$ cat src/rtl/gpio_bank_pkg.sv
package gpio_bank_pkg;
  // kind of configuration access decoded from an address
  typedef enum logic [1:0] {
    CFG_NONE = 2'd0,
    CFG_FUNC = 2'd1,
    CFG_DIR  = 2'd2
  } cfg_kind_e;

  // mix drive values and sampled levels: driven bits report the latch
  function automatic logic [7:0] mix_byte(input logic [7:0] drive,
                                          input logic [7:0] level,
                                          input logic [7:0] oe);
    return (drive & oe) | (level & ~oe);
  endfunction
endpackage

$ cat src/rtl/gpio_in_sync.sv
module gpio_in_sync #(
  parameter int WIDTH = 64
) (
  input  logic             clk,
  input  logic             rst_n,
  input  logic [WIDTH-1:0] async_in,
  output logic [WIDTH-1:0] sync_out
);
  logic [WIDTH-1:0] stage1_q;
  logic [WIDTH-1:0] stage2_q;

  always_ff @(posedge clk) begin
    if (!rst_n) begin
      stage1_q <= '0;
      stage2_q <= '0;
    end else begin
      stage1_q <= async_in;
      stage2_q <= stage1_q;
    end
  end

  assign sync_out = stage2_q;

  AST_SYNC_DEPTH: assert property (@(posedge clk) disable iff (!rst_n)
    $past(rst_n, 2) |-> sync_out == $past(async_in, 2)) else $error("sync depth");
endmodule

$ cat src/rtl/gpio_cfg_bank.sv
module gpio_cfg_bank
  import gpio_bank_pkg::*;
#(
  parameter int NUM_GROUPS  = 8,
  parameter int GROUP_W     = 8,
  parameter int FUNC_GROUPS = 5,
  parameter int FUNC_BASE   = 'hC0,
  parameter int DIR_BASE    = 'hC8,
  parameter int CFG_AW      = 8
) (
  input  logic                          clk,
  input  logic                          rst_n,
  input  logic [CFG_AW-1:0]             cfg_addr,
  input  logic                          cfg_wr,
  input  logic                          cfg_rd,
  input  logic [GROUP_W-1:0]            cfg_wdata,
  output logic [GROUP_W-1:0]            cfg_rdata,
  output logic [NUM_GROUPS*GROUP_W-1:0] dir_flat,
  output logic [NUM_GROUPS*GROUP_W-1:0] func_flat
);
  localparam int LINES = NUM_GROUPS * GROUP_W;

  logic [GROUP_W-1:0] dir_q    [NUM_GROUPS];
  logic [GROUP_W-1:0] func_rb  [NUM_GROUPS];
  logic [GROUP_W-1:0] func_en  [NUM_GROUPS];
  logic [GROUP_W-1:0] rd_next;

  for (genvar g = 0; g < NUM_GROUPS; g++) begin : g_grp
    localparam logic [CFG_AW-1:0] DIR_ADDR  = CFG_AW'(DIR_BASE + g);
    localparam logic [CFG_AW-1:0] FUNC_ADDR = CFG_AW'(FUNC_BASE + g);

    always_ff @(posedge clk) begin
      if (!rst_n) dir_q[g] <= '0;
      else if (cfg_wr && cfg_addr == DIR_ADDR) dir_q[g] <= cfg_wdata;
    end

    AST_DIR_STORE: assert property (@(posedge clk) disable iff (!rst_n)
      (cfg_wr && cfg_addr == DIR_ADDR) |=> dir_q[g] == $past(cfg_wdata)) else $error("dir store");

    if (g < FUNC_GROUPS) begin : g_sw
      logic [GROUP_W-1:0] func_q;
      always_ff @(posedge clk) begin
        if (!rst_n) func_q <= '0;
        else if (cfg_wr && cfg_addr == FUNC_ADDR) func_q <= cfg_wdata;
      end
      assign func_rb[g] = func_q;
      assign func_en[g] = func_q;

      AST_FUNC_STORE: assert property (@(posedge clk) disable iff (!rst_n)
        (cfg_wr && cfg_addr == FUNC_ADDR) |=> func_q == $past(cfg_wdata)) else $error("func store");
    end else begin : g_fixed
      assign func_rb[g] = '0;
      assign func_en[g] = '1;

      AST_FIXED_READ_ZERO: assert property (@(posedge clk) disable iff (!rst_n)
        (cfg_rd && cfg_addr == FUNC_ADDR) |=> cfg_rdata == '0) else $error("fixed read");
    end

    assign dir_flat[g*GROUP_W +: GROUP_W]  = dir_q[g];
    assign func_flat[g*GROUP_W +: GROUP_W] = func_en[g];
  end

  function automatic cfg_kind_e kind_of(input logic [CFG_AW-1:0] a, input int g);
    if (a == CFG_AW'(DIR_BASE + g)) return CFG_DIR;
    if (a == CFG_AW'(FUNC_BASE + g)) return CFG_FUNC;
    return CFG_NONE;
  endfunction

  always_comb begin
    rd_next = '0;
    for (int g = 0; g < NUM_GROUPS; g++) begin
      case (kind_of(cfg_addr, g))
        CFG_DIR:  rd_next = dir_q[g];
        CFG_FUNC: rd_next = func_rb[g];
        default:  ;
      endcase
    end
  end

  always_ff @(posedge clk) begin
    if (!rst_n) cfg_rdata <= '0;
    else        cfg_rdata <= cfg_rd ? rd_next : '0;
  end

  AST_CFG_IDLE_ZERO: assert property (@(posedge clk) disable iff (!rst_n)
    !$past(cfg_rd) |-> cfg_rdata == '0) else $error("cfg idle");

  initial begin
    if (LINES < 1) $error("no lines");
  end
endmodule

$ cat src/rtl/gpio_io_window.sv
module gpio_io_window
  import gpio_bank_pkg::*;
#(
  parameter int NUM_GROUPS = 8,
  parameter int GROUP_W    = 8,
  parameter int AW         = 16
) (
  input  logic                          clk,
  input  logic                          rst_n,
  input  logic [AW-1:0]                 io_base,
  input  logic [AW-1:0]                 io_addr,
  input  logic                          io_wr,
  input  logic                          io_rd,
  input  logic [GROUP_W-1:0]            io_wdata,
  output logic [GROUP_W-1:0]            io_rdata,
  output logic                          io_rvalid,
  input  logic [NUM_GROUPS*GROUP_W-1:0] line_oe,
  input  logic [NUM_GROUPS*GROUP_W-1:0] line_lvl,
  output logic [NUM_GROUPS*GROUP_W-1:0] drive_flat
);
  localparam int IDX_W = (NUM_GROUPS > 1) ? $clog2(NUM_GROUPS) : 1;

  logic [AW:0]        offset;
  logic               hit;
  logic [IDX_W-1:0]   idx;
  logic [GROUP_W-1:0] drive_q [NUM_GROUPS];
  logic [GROUP_W-1:0] view    [NUM_GROUPS];

  // widen by one bit so an address below the base never aliases into the window
  assign offset = {1'b0, io_addr} - {1'b0, io_base};
  assign hit    = !offset[AW] && (offset[AW-1:0] < AW'(NUM_GROUPS));
  assign idx    = offset[IDX_W-1:0];

  for (genvar g = 0; g < NUM_GROUPS; g++) begin : g_dat
    always_ff @(posedge clk) begin
      if (!rst_n) drive_q[g] <= '0;
      else if (io_wr && hit && idx == IDX_W'(g)) drive_q[g] <= io_wdata;
    end
    assign view[g] = mix_byte(drive_q[g], line_lvl[g*GROUP_W +: GROUP_W],
                              line_oe[g*GROUP_W +: GROUP_W]);
    assign drive_flat[g*GROUP_W +: GROUP_W] = drive_q[g];

    AST_DATA_STORE: assert property (@(posedge clk) disable iff (!rst_n)
      (io_wr && hit && idx == IDX_W'(g)) |=> drive_q[g] == $past(io_wdata)) else $error("data store");
  end

  always_ff @(posedge clk) begin
    if (!rst_n) begin
      io_rvalid <= 1'b0;
      io_rdata  <= '0;
    end else begin
      io_rvalid <= io_rd && hit;
      io_rdata  <= (io_rd && hit) ? view[idx] : '0;
    end
  end

  AST_RVALID_NEEDS_RD: assert property (@(posedge clk) disable iff (!rst_n)
    io_rvalid |-> $past(io_rd)) else $error("rvalid without rd");
  AST_RDATA_QUIET: assert property (@(posedge clk) disable iff (!rst_n)
    !io_rvalid |-> io_rdata == '0) else $error("rdata not quiet");
  AST_MISS_NO_WRITE: assert property (@(posedge clk) disable iff (!rst_n)
    (io_wr && !hit) |=> $stable(drive_flat)) else $error("miss wrote");
endmodule

$ cat src/rtl/gpio_bank_ctrl.sv
module gpio_bank_ctrl #(
  parameter int NUM_GROUPS  = 8,
  parameter int GROUP_W     = 8,
  parameter int FUNC_GROUPS = 5,
  parameter int FUNC_BASE   = 'hC0,
  parameter int DIR_BASE    = 'hC8,
  parameter int AW          = 16,
  parameter int CFG_AW      = 8,
  localparam int LINES      = NUM_GROUPS * GROUP_W
) (
  input  logic              clk,
  input  logic              rst_n,
  input  logic [AW-1:0]     io_base,
  input  logic [AW-1:0]     io_addr,
  input  logic              io_wr,
  input  logic              io_rd,
  input  logic [GROUP_W-1:0] io_wdata,
  output logic [GROUP_W-1:0] io_rdata,
  output logic              io_rvalid,
  input  logic [CFG_AW-1:0] cfg_addr,
  input  logic              cfg_wr,
  input  logic              cfg_rd,
  input  logic [GROUP_W-1:0] cfg_wdata,
  output logic [GROUP_W-1:0] cfg_rdata,
  input  logic [LINES-1:0]  pad_in,
  output logic [LINES-1:0]  pad_out,
  output logic [LINES-1:0]  pad_oe
);
  logic [LINES-1:0] dir_flat;
  logic [LINES-1:0] func_flat;
  logic [LINES-1:0] lvl_sync;

  gpio_cfg_bank #(
    .NUM_GROUPS(NUM_GROUPS), .GROUP_W(GROUP_W), .FUNC_GROUPS(FUNC_GROUPS),
    .FUNC_BASE(FUNC_BASE), .DIR_BASE(DIR_BASE), .CFG_AW(CFG_AW)
  ) u_cfg (
    .clk(clk), .rst_n(rst_n), .cfg_addr(cfg_addr), .cfg_wr(cfg_wr),
    .cfg_rd(cfg_rd), .cfg_wdata(cfg_wdata), .cfg_rdata(cfg_rdata),
    .dir_flat(dir_flat), .func_flat(func_flat)
  );

  gpio_in_sync #(.WIDTH(LINES)) u_sync (
    .clk(clk), .rst_n(rst_n), .async_in(pad_in), .sync_out(lvl_sync)
  );

  assign pad_oe = dir_flat & func_flat;

  gpio_io_window #(
    .NUM_GROUPS(NUM_GROUPS), .GROUP_W(GROUP_W), .AW(AW)
  ) u_win (
    .clk(clk), .rst_n(rst_n), .io_base(io_base), .io_addr(io_addr),
    .io_wr(io_wr), .io_rd(io_rd), .io_wdata(io_wdata), .io_rdata(io_rdata),
    .io_rvalid(io_rvalid), .line_oe(pad_oe), .line_lvl(lvl_sync),
    .drive_flat(pad_out)
  );

  AST_RESET_QUIET: assert property (@(posedge clk)
    $past(!rst_n) |-> (pad_oe == '0 && pad_out == '0)) else $error("reset state");
  AST_OE_NEEDS_DIR: assert property (@(posedge clk) disable iff (!rst_n)
    (pad_oe & ~dir_flat) == '0) else $error("oe without dir");
endmodule

$ cat config.mk
export PLATFORM = sky130hd
export DESIGN_NAME = gpio_bank_ctrl
export DESIGN_NICKNAME = d
export VERILOG_FILES = /design/src/rtl/gpio_bank_pkg.sv /design/src/rtl/gpio_in_sync.sv /design/src/rtl/gpio_cfg_bank.sv /design/src/rtl/gpio_io_window.sv /design/src/rtl/gpio_bank_ctrl.sv
export SDC_FILE = /design/constraint.sdc
export NUM_CORES = 1
export LEC_CHECK = 0
export ABC_AREA = 1
export BUFFER_PORTS_ARGS = -buffer_cell sky130_fd_sc_hd__buf_4
export CORE_MARGIN = 3
export CORE_UTILIZATION = 50
export CTS_CLUSTER_SIZE = 24
export DETAILED_ROUTE_END_ITERATION = 7
export MAX_ROUTING_LAYER = met4
export PLACE_DENSITY = 0.76
export SYNTH_ARGS = -nofsm -noshare
export SYNTH_HDL_FRONTEND = slang
export SYNTH_SLANG_ARGS = --single-unit
export TNS_END_PERCENT = 1
$ cat constraint.sdc
create_clock -name clk -period 2.4 [get_ports clk]
set_input_delay 0 -clock clk [delete_from_list [all_inputs] [get_ports clk]]
set_output_delay 0 -clock clk [all_outputs]
set_load 0.03 [all_outputs]
==> summary.txt, run 1 <==
CTS buffer count = 31
Top cells by count, synth = 346 x inv_1, 338 x nand2_1, 261 x nor2_1
Placed cells = 2272
Clock slew at the register clock pins of the worst setup and hold paths = 0.06 ns
Launching instance or port of the critical path = io_base[0]
Accumulated negative setup slack = 0 ns
Htree depth = 1
Synthesized cell area = 13500 um^2
Synth Instances = 1669
Part of the cycle the worst path needs = 89.8%
Top metal layer carrying routed signals = met4
Fraction of layout cells with a size suffix above 1 = 18.8%
Path category of the worst min-delay check = input pin to flop
Final Instance Count excl. Fillers = 2415
Vertical die dimension = 170 um
Final setup slack of the worst path = 0.244 ns
Final global-route overflow total = 0
Clock Skew = 0.0155 ns
Count of unique library cells instantiated by Yosys = 37
Count of TritonRoute iterations in the first routing pass = 6
Synth Flop Type = dfxtp_1
Post-cts hold buffer count = 84
Mean number of vias per cell = 5.22
Post-synthesis register bit count = 313
Placement Rows = 59
Average size of a mapped cell = 8.10 um^2
Post-CTS Setup Bufs = 0
Type of the worst setup path = input pin to flop
Launching point of the worst reg2reg path = u_cfg.dir_q[0][24]$_SDFFCE_PN0P_
Total leakage power = 9.19 nW
Area fraction of the dominant cell type after synthesis = 28.4%
Amount of wire on met2 after detailed routing = 21200 um
Endpoint type of the worst setup path = flop
Count of maximum capacitance violations = 0
Die width = 170 um
Setup violation total in the final timing report = 0
Effective utilization at floorplan = 51.4%
Number of antenna violations at the first check in global routing = 1
Status = finished, final reports clean
Net count, final = 2197
Largest net degree at the start of global routing = 75
Met3 Routed Length = 4480 um
Main area contributors after synthesis = edfxtp_1 28%, dfxtp_1 27%, inv_1 9.6%
Count of input and output buffers = 270
Sequential-to-total area share from yosys stat = 55.8%
Gr usage total = 31.2%
Rel. slew slack = 55.1%
CP startpoint kind = input pin
Number of synthesized flops with an enable pin = 128
Count of routing violations after the opening detailed-route iteration = 1684
Library cell occupying the most area in the post-synthesis netlist = edfxtp_1
Total count of hold-check failures in the final report = 0
Core ar. = 26300 um^2
Post-detailed-placement half-perimeter wirelength = 33800 um
Core Util, Final = 68.9%
Final min period = 2.16 ns
Top fanout value on the critical path = 16
Transition time of the tightest slew-check pin = 0.672 ns
Total power = 12.9 mW
TritonCTS clock tree = done
Die area = 29000 um^2
Cell chosen for the clock root = clkbuf_16
Power per unit of standard cell area = 712 nW/um^2
Vias in the first global route = 11900
Number of nets in the synthesized netlist = 1812
Number of warning messages in the yosys log = 0
VDD IR-drop max = 0.600 mV
Number of pins exceeding their max-slew limit in the final report = 0
Count of nets left with antenna violations after detail routing = 0
Top-Level Pins = 271
Post-CTS Resized = 0
Critical path required time = 2.64 ns
Pre-CTS setup slack = -0.353 ns
Wirelength per Cell = 18.8 um
Achievable clock frequency = 464 MHz
Most repeated cell in the gate-level netlist after synthesis = inv_1
Latest clock arrival within the worst-skew pair = 0.57 ns
Total routed wire length on the met1 layer = 17400 um
Area growth from synthesis to layout = 34.0%
Setup repair after global routing missed its margin = no
Data arrival time of the critical path = 2.40 ns
Start point of the worst min-delay path = cfg_wr
Clock Tree Buf Depth = 3
Weighted congestion at the end of routability-driven global placement = 1.01
WL final = 45300 um
Clk sinks = 313
DRC Markers = 0
Async SR Flop Fraction = 0%
Total vias in the final route = 12600
Global-route wire length before repair = 66600 um
-- kinds of logic (layout without fill, tap and decap cells) --
group	Yosys count	in the layout	share of synthesized area, %
adders and majority gates	17	17	1.63
buffers and inverters	419	829	12.4
xor gates and xnor gates	1	1	0.0648
other	0	1	0
AOI/OAI and AO/OA	241	241	9.91
and+or+nand+nor	678	678	20.2
DFF	313	313	55.8
-- worst paths after layout --
check | cells after the start | to | slack, ns
max | 17 | u_win.drive_q[1][19]$_SDFFCE_PN0P_ | 0.24
min | 4 | u_cfg.g_grp[1].g_sw.func_q[7]$_SDFFE_PN0P_ | 0.06
max reg2reg | 6 | u_win.io_rdata[0]$_SDFF_PN0_ | 0.66
min reg2reg | 2 | u_sync.sync_out[45]$_SDFF_PN0_ | 0.41
-- routing by layer --
layer / vias up / GRT usage [%]
li1: 5974 / -
met1: 5736 / 40.0
met2: 753 / 49.9
met3: 139 / 4.62
met4: 0 / 12.7
met5: - / -
-- worst max-delay path, cell delays in order --
cell and delay (ns):
buf_4 0.11, ha_1 0.21, fa_1 0.39, inv_1 0.09
nand3_1 0.08, nand2_1 0.11, nand2_1 0.07, nand3_1 0.08
nand2_1 0.05, nor2_1 0.09, nand2_1 0.06, nor3_1 0.20
nand4_2 0.18, nor2_4 0.15, buf_12 0.17, nand2_1 0.07
nand2_1 0.27
-- cells in the final DEF, fill, tap and decap left out, drive strengths merged, types with 2 or more instances in the layout --
| cell | instances |
|---|---|
| nand4 | 21 |
| dlygate4sd3 | 84 |
| buf | 331 |
| clkbuf | 44 |
| a21oi | 59 |
| or2 | 2 |
| nor3 | 10 |
| o21ai | 122 |
| a211oi | 8 |
| bufinv | 6 |
| nand3b | 2 |
| ha | 16 |
| o21bai | 2 |
| o311ai | 3 |
| clkinv | 15 |
| nand3 | 38 |
| edfxtp | 128 |
| nand2 | 338 |
| inv | 348 |
| o2111ai | 8 |
| dfxtp | 185 |
| o22ai | 32 |
| nor2 | 265 |
| o221ai | 5 |
-- power breakdown --
| part | leakage (nW) | internal [mW] | switching [mW] |
|---|---|---|---|
| clock | 0.562 | 3.33 | 2.08 |
| sequential | 2.73 | 5.75 | 0.157 |
| combinational | 5.89 | 0.659 | 0.930 |
-- through the flow --
stage	hold WS [ns]	instance area, um^2
final	0.0599	18100
after global routing	0.0713	18100
after CTS	0.0269	18100
after detailed placement	0.185	16100
after global placement	0.181	16100
after floorplan	0.0976	13500
-- state kept, by name, summed over array words and instances, names as in the netlist --
signal / count
u_cfg.cfg_rdata: 8
u_cfg.dir_q: 64
u_cfg.g_grp.g_sw.func_q: 40
u_sync.stage1_q: 64
u_sync.sync_out: 64
u_win.drive_q: 64
u_win.io_rdata: 8
u_win.io_rvalid: 1
-- cell type report --
cell class | count | area, um^2
diodes | 1 | 2.50
clock buffers | 44 | 920
clock inverters | 14 | 236
fillers | 2039 | 8170
inverters | 356 | 1340
multi-input cells | 937 | 4300
flip-flops and latches | 313 | 7550
well taps | 335 | 419
repair buffers | 415 | 3350
Note: power is estimated with default switching activity, not from simulation.
==> run 2: changes to the inputs <==
--- a/config.mk
+++ b/config.mk
@@ -7,6 +7,7 @@
 export LEC_CHECK = 0
 export ABC_AREA = 1
 export BUFFER_PORTS_ARGS = -buffer_cell sky130_fd_sc_hd__buf_4
+export CORE_ASPECT_RATIO = 1.1
 export CORE_MARGIN = 3
 export CORE_UTILIZATION = 50
 export CTS_CLUSTER_SIZE = 24
==> run 2 against run 1 <==
- global-route usage down 0.64 points
- cell count rose by 0.91%
- worst setup slack got worse by 0.00084 ns
- via count is 0.69% lower
- critical path depth unchanged
- non-clock buffer count increased by 8
- register-to-register slack gained 0.07 ns
- worst hold slack got worse by 0.021 ns
- critical endpoint is now u_win.drive_q[1][31]$_SDFFCE_PN0P_
- largest power group unchanged
==> summary.txt, run 2 (synthesis gave the netlist of run 1 again) <==
Status = finished, final reports clean
Clk sinks = 313
Most frequent cells in the layout = 346 x inv_1, 333 x nand2_1, 322 x buf_4, 261 x nor2_1, 185 x dfxtp_1
Effective utilization at floorplan = 51.2%
Transition time of the tightest slew-check pin = 0.814 ns
Weighted congestion at the end of routability-driven global placement = 1.05
Top fanout value on the critical path = 16
Achievable clock frequency = 464 MHz
Accumulated negative setup slack = 0 ns
Flip-flop and latch area = 7550 um^2
Part of the cycle the worst path needs = 89.9%
Count of maximum capacitance violations = 0
Core ar. = 26400 um^2
Critical path required time = 2.64 ns
Cell chosen for the clock root = clkbuf_16
Multi-input logic area = 4310 um^2
DRC Markers = 0
Path category of the worst min-delay check = input pin to flop
Latest clock arrival within the worst-skew pair = 0.57 ns
Power per unit of standard cell area = 694 nW/um^2
Final min period = 2.16 ns
Count of TritonRoute iterations in the first routing pass = 5
Fillers = 2118
CP startpoint kind = input pin
Die area = 29000 um^2
Count of nets left with antenna violations after detail routing = 0
Htree depth = 1
Clock Skew = 0.0184 ns
Gr usage total = 30.5%
Mean number of vias per cell = 5.14
Count of routing violations after the opening detailed-route iteration = 1493
Clock slew at the register clock pins of the worst setup and hold paths = 0.06 ns
Core Util, Final = 69.0%
Data arrival time of the critical path = 2.40 ns
TritonCTS clock tree = done
Setup repair after global routing missed its margin = no
Post-detailed-placement half-perimeter wirelength = 32900 um
Global-route wire length before repair = 65500 um
Placement Rows = 62
Vias in the first global route = 11700
Number of antenna violations at the first check in global routing = 0
Final global-route overflow total = 0
VDD IR-drop max = 0.569 mV
Count of inserted antenna diode cells = 0
Number of pins exceeding their max-slew limit in the final report = 0
Total vias in the final route = 12500
Die width = 163 um
Total leakage power = 9.19 nW
Count of input and output buffers = 270
Vertical die dimension = 178 um
Area growth from synthesis to layout = 34.7%
Net count, final = 2204
Wirelength per Cell = 18.2 um
Commonest non-fill, non-tap cell in the layout = inv_1
Endpoint type of the worst setup path = flop
Largest net degree at the start of global routing = 98
Setup violation total in the final timing report = 0
Fraction of layout cells with a size suffix above 1 = 18.9%
WL final = 44300 um
Rel. slew slack = 45.8%
Top-Level Pins = 271
Total count of hold-check failures in the final report = 0
CTS buffer count = 30
Clock Tree Buf Depth = 3
Type of the worst setup path = input pin to flop
[run 2: cell count changes in the layout (fill, tap and decap cells not counted), moves of 2 or more]
cell and delta:
clkinv_4 +2, clkbuf_1 -7, nand2_1 -4, bufinv_16 -2, buf_4 -6, nand2_2 +4
dlygate4sd3_1 +13, clkbuf_8 +4, clkbuf_16 -2
[run 2: what timing repair did]
action | 4_1_cts | 5_1_grt
setup buffers | 0 | 0
hold endpoints to repair | 173 | 0
hold buffers | 97 | 0
endpoints found under the setup margin | 0 | 25
resized for setup | 0 | 4
[run 2: report_power, final]
group	total, mW	internal, mW	switching (mW)
sequential	5.90	5.74	0.153
combinational	1.57	0.662	0.908
clock	5.17	3.08	2.09
total	12.6	9.49	3.15
[run 2: per-layer routing]
metal | track usage (%) | up-vias | part of all wire (%)
li1 | - | 5986 | -
met1 | 39.3 | 5694 | 39
met2 | 49.5 | 706 | 47
met3 | 3.83 | 129 | 9.0
met4 | 11.8 | 0 | 4.5
met5 | - | - | 0
[run 2: stage by stage]
stage          total power [mW]  cell area [um^2]  setup WS, ns  hold WS, ns  instances
2_1_floorplan              6.73             13500      -0.00492       0.0976       1669
3_3_place_gp               7.41             16100        -0.304        0.183       2284
3_5_place_dp               7.42             16100        -0.391        0.185       2284
4_1_cts                    12.6             18200         0.202       0.0271       2437
5_1_grt                    13.0             18200        0.0196       0.0711       2437
6_report                   12.6             18200         0.243       0.0388       2437
[run 2: path summary, 6_finish.rpt]
kind              slack (ns)                              from                            endpoint  cells after the start
setup / recovery        0.24                        io_base[0]  u_win.drive_q[1][31]$_SDFFCE_PN0P_                     17
hold / removal          0.04                       cfg_addr[0]       u_cfg.cfg_rdata[6]$_SDFF_PN0_                      7
setup reg to reg        0.73  u_cfg.dir_q[0][29]$_SDFFCE_PN0P_        u_win.io_rdata[5]$_SDFF_PN0_                      6
hold reg to reg         0.40     u_sync.stage1_q[5]$_SDFF_PN0_       u_sync.sync_out[5]$_SDFF_PN0_                      2
[run 2: layout make-up]
type	instances	area share, %
Sequential cell	313	41.5
Inverter	356	7.34
Clock inverter	17	1.16
Multi-Input combinational cell	937	23.7
Timing Repair Buffer	423	19.0
Clock buffer	39	4.94
Tap cell	352	2.42
[run 2: critical path: stages]
cell and delay [ns]:
buf_4 0.11, ha_1 0.22, fa_1 0.40, inv_1 0.10, nand3_1 0.09, nand2_1 0.10, nand2_1 0.07, nand3_1 0.08
nand2_1 0.05, nor2_1 0.09, nand2_1 0.06, nor3_1 0.22, nand4_2 0.18, nor2_4 0.16, buf_12 0.17, nand2_1 0.06
nand2_1 0.24
==> run 3: changes to the inputs <==
--- a/config.mk
+++ b/config.mk
@@ -16,5 +16,6 @@
 export PLACE_DENSITY = 0.76
 export SYNTH_ARGS = -nofsm -noshare
 export SYNTH_HDL_FRONTEND = slang
+export SYNTH_HIERARCHICAL = 1
 export SYNTH_SLANG_ARGS = --single-unit
 export TNS_END_PERCENT = 1
==> run 3 against run 2 <==
- clock power fell by 2%
- cell area rose by 3.1%
- power fell by 0.83%
- clock skew barely moved
- worst setup slack improved by 0.15 ns
- critical path type unchanged
- critical endpoint is now u_win/drive_q[0][14]$_SDFFCE_PN0P_
- largest cell class unchanged
- highest routed layer unchanged
==> summary.txt, run 3 <==
Status = finished, final reports clean
Total power = 12.5 mW
Non-Filler Cell Area, Final = 18800 um^2
Type of the worst setup path = input pin to flop
Wirelength per Cell = 18.6 um
GRT Max-Usage Layer = met2
Clock Skew = 0.0183 ns
Total vias in the final route = 13500
Endpoint type of the worst setup path = flop
Weighted congestion at the end of routability-driven global placement = 0.985
Flip-flop and latch area = 7550 um^2
Count of TritonRoute iterations in the first routing pass = 6
DRC Markers = 0
Synth Instances = 1823
Final global-route overflow total = 0
Most frequent cells in the layout = 403 x nand2_1, 392 x inv_1, 302 x buf_4, 253 x nor2_1, 185 x dfxtp_1
Core ar. = 28100 um^2
Area fraction of the dominant cell type after synthesis = 26.7%
Top fanout value on the critical path = 17
Top-Level Pins = 271
Worst R2R End = u_win/io_rdata[4]$_SDFF_PN0_
Commonest non-fill, non-tap cell in the layout = nand2_1
Net count, final = 2348
Htree depth = 1
Largest net degree at the start of global routing = 64
Placement Rows = 64
Buffers and inverters on the worst path = 3
Count of nets left with antenna violations after detail routing = 0
Number of warning messages in the yosys log = 6
Transition time of the tightest slew-check pin = 0.607 ns
Global-route track usage on met2 = 52.0%
Count of unique library cells instantiated by Yosys = 37
Post-synthesis register bit count = 313
Setup slack of the most critical reg-to-reg path = 0.79 ns
Main area contributors after synthesis = edfxtp_1 27%, dfxtp_1 26%, nand2_1 11%
Gr usage total = 30.8%
Post-detailed-placement half-perimeter wirelength = 36300 um
Fillers = 2357
Average size of a mapped cell = 7.89 um^2
Fraction of layout cells with a size suffix above 1 = 17.7%
Final Instance Count excl. Fillers = 2593
Effective utilization at floorplan = 51.2%
Number of synthesized flops with an enable pin = 128
Mean number of vias per cell = 5.19
Setup repair after global routing missed its margin = no
Count of inserted antenna diode cells = 0
CP startpoint kind = input pin
Sequential-to-total area share from yosys stat = 52.5%
Die width = 168 um
Synthesized cell area = 14400 um^2
TritonCTS clock tree = done
R2R depth = 7
Count of maximum capacitance violations = 0
Count of input and output buffers = 270
Hold path endpoint = u_cfg/cfg_rdata[4]$_SDFF_PN0_
Library cell occupying the most area in the post-synthesis netlist = edfxtp_1
Area growth from synthesis to layout = 30.4%
Launching point of the worst reg2reg path = u_cfg/dir_q[0][28]$_SDFFCE_PN0P_
Setup violation total in the final timing report = 0
Part of the cycle the worst path needs = 83.7%
Multi-input logic area = 4890 um^2
Largest delay contributor family on the critical path = simple AND/OR/NAND/NOR gates
Final setup slack of the worst path = 0.391 ns
Data arrival time of the critical path = 2.23 ns
Critical path's largest stage delay = 0.39 ns
Hold Path Cell Cnt = 7
Number of antenna violations at the first check in global routing = 0
Count of routing violations after the opening detailed-route iteration = 1401
Vias in the first global route = 13000
Latest clock arrival within the worst-skew pair = 0.56 ns
Number of pins exceeding their max-slew limit in the final report = 0
Synth Flop Type = dfxtp_1
Final min period = 2.01 ns
Rel. slew slack = 59.5%
Met1 track demand over resource in global routing = 34.8%
Cell chain of the critical path = buf_4, ha_1, fa_1, inv_1, nand3_1, nand3_1, nand3_1, nand3_1, nand2_1, nand2_1, nand2_1, nor2_2, nand3_2, nor2_4, buf_12, nand3_1, nand2_1
VDD IR-drop max = 0.580 mV
Most repeated cell in the gate-level netlist after synthesis = nand2_1
Global-route wire length before repair = 71400 um
Achievable clock frequency = 498 MHz
Clock Tree Buf Depth = 3
Cell chosen for the clock root = clkbuf_16
Critical path required time = 2.62 ns
Start point of the worst min-delay path = cfg_addr[1]
Met3 layer usage reported by global route = 5.63%
Core Util, Final = 66.7%
Total count of hold-check failures in the final report = 0
Die area = 30800 um^2
Placed cells = 2449
Async SR Flop Fraction = 0%
Highest-delay cell along the critical path = fa_1
Post-CTS Setup Bufs = 0
CTS buffer count = 31
Pre-CTS setup slack = -0.167 ns
Total placed instance area = 16800 um^2
Top cells by count, synth = 403 x nand2_1, 392 x inv_1, 253 x nor2_1
Total leakage power = 9.66 nW
CP dominant cell by count = nand3_1
Clock slew at the register clock pins of the worst setup and hold paths = 0.06 ns
Power per unit of standard cell area = 668 nW/um^2
Clk sinks = 313
WL final = 48200 um
Vertical die dimension = 184 um
Path category of the worst min-delay check = input pin to flop
run 3: worst reg2reg max path: cells and delay by family (launching register included):
kind	cells	cell delay, ns
AO/OA/AOI/OAI	2	0.62
buffers and inverters	2	0.13
AND/OR/NAND/NOR	3	0.42
flip-flops	1	0.35
run 3: worst max-delay path by stage:
stage / start / end / slack [ns] / cells after the start
floorplan: io_addr[0] / u_win/drive_q[0][0]$_SDFFCE_PN0P_ / 0.11 / 17
global placement: io_base[0] / u_win/drive_q[0][28]$_SDFFCE_PN0P_ / -0.08 / 17
detailed placement: io_base[0] / u_win/drive_q[1][6]$_SDFFCE_PN0P_ / -0.17 / 17
CTS: io_base[0] / u_win/io_rdata[0]$_SDFF_PN0_ / 0.15 / 18
global route: io_base[0] / u_win/drive_q[0][19]$_SDFFCE_PN0P_ / 0.15 / 18
finish: io_base[0] / u_win/drive_q[0][14]$_SDFFCE_PN0P_ / 0.39 / 17
run 3: final cells by class:
type,count,share of cell area [%]
timing repair buffer,393,17.2
clock buffer,47,5.02
tap,363,2.42
inverter,412,8.32
multi-input combinational,1054,26.1
sequential,313,40.2
clock inverter,11,0.740
run 3: kinds of logic after synthesis:
logic type / synth area share, %
AO/OA/AOI/OAI: 7.12
XOR/XNOR: 0.183
adder cells (fa/ha/maj): 1.53
buffers and inverters: 14.1
flip-flops: 52.5
other: 0.0261
AND/OR/NAND/NOR: 24.5
run 3: per-stage QoR:
stage               setup TNS [ns]  hold WS [ns]
floorplan                        0        0.0935
global placement             -3.66         0.183
detailed placement          -12.07         0.184
CTS                              0        0.0178
global route                     0        0.0588
finish                           0        0.0388
run 3: report_power, final:
group | switching (mW) | internal [mW] | total (mW)
Clock | 2.02 | 3.03 | 5.05
Sequential | 0.128 | 5.75 | 5.87
Combinational | 0.989 | 0.617 | 1.61
run 3: routing by layer:
| metal | vias up | share of wire [%] | routed length (um) |
|---|---|---|---|
| met5 | - | 0 | 0 |
| met1 | 6147 | 36 | 17400 |
| li1 | 6344 | - | - |
| met3 | 172 | 9.4 | 4540 |
| met4 | 0 | 6.5 | 3140 |
| met2 | 793 | 48 | 23100 |
run 3: what timing repair did:
| action | CTS | global route |
|---|---|---|
| hold buffers | 87 | 0 |
| resized for setup | 0 | 0 |
| endpoints found under the hold margin | 178 | 0 |
| setup endpoints to repair | 0 | 8 |
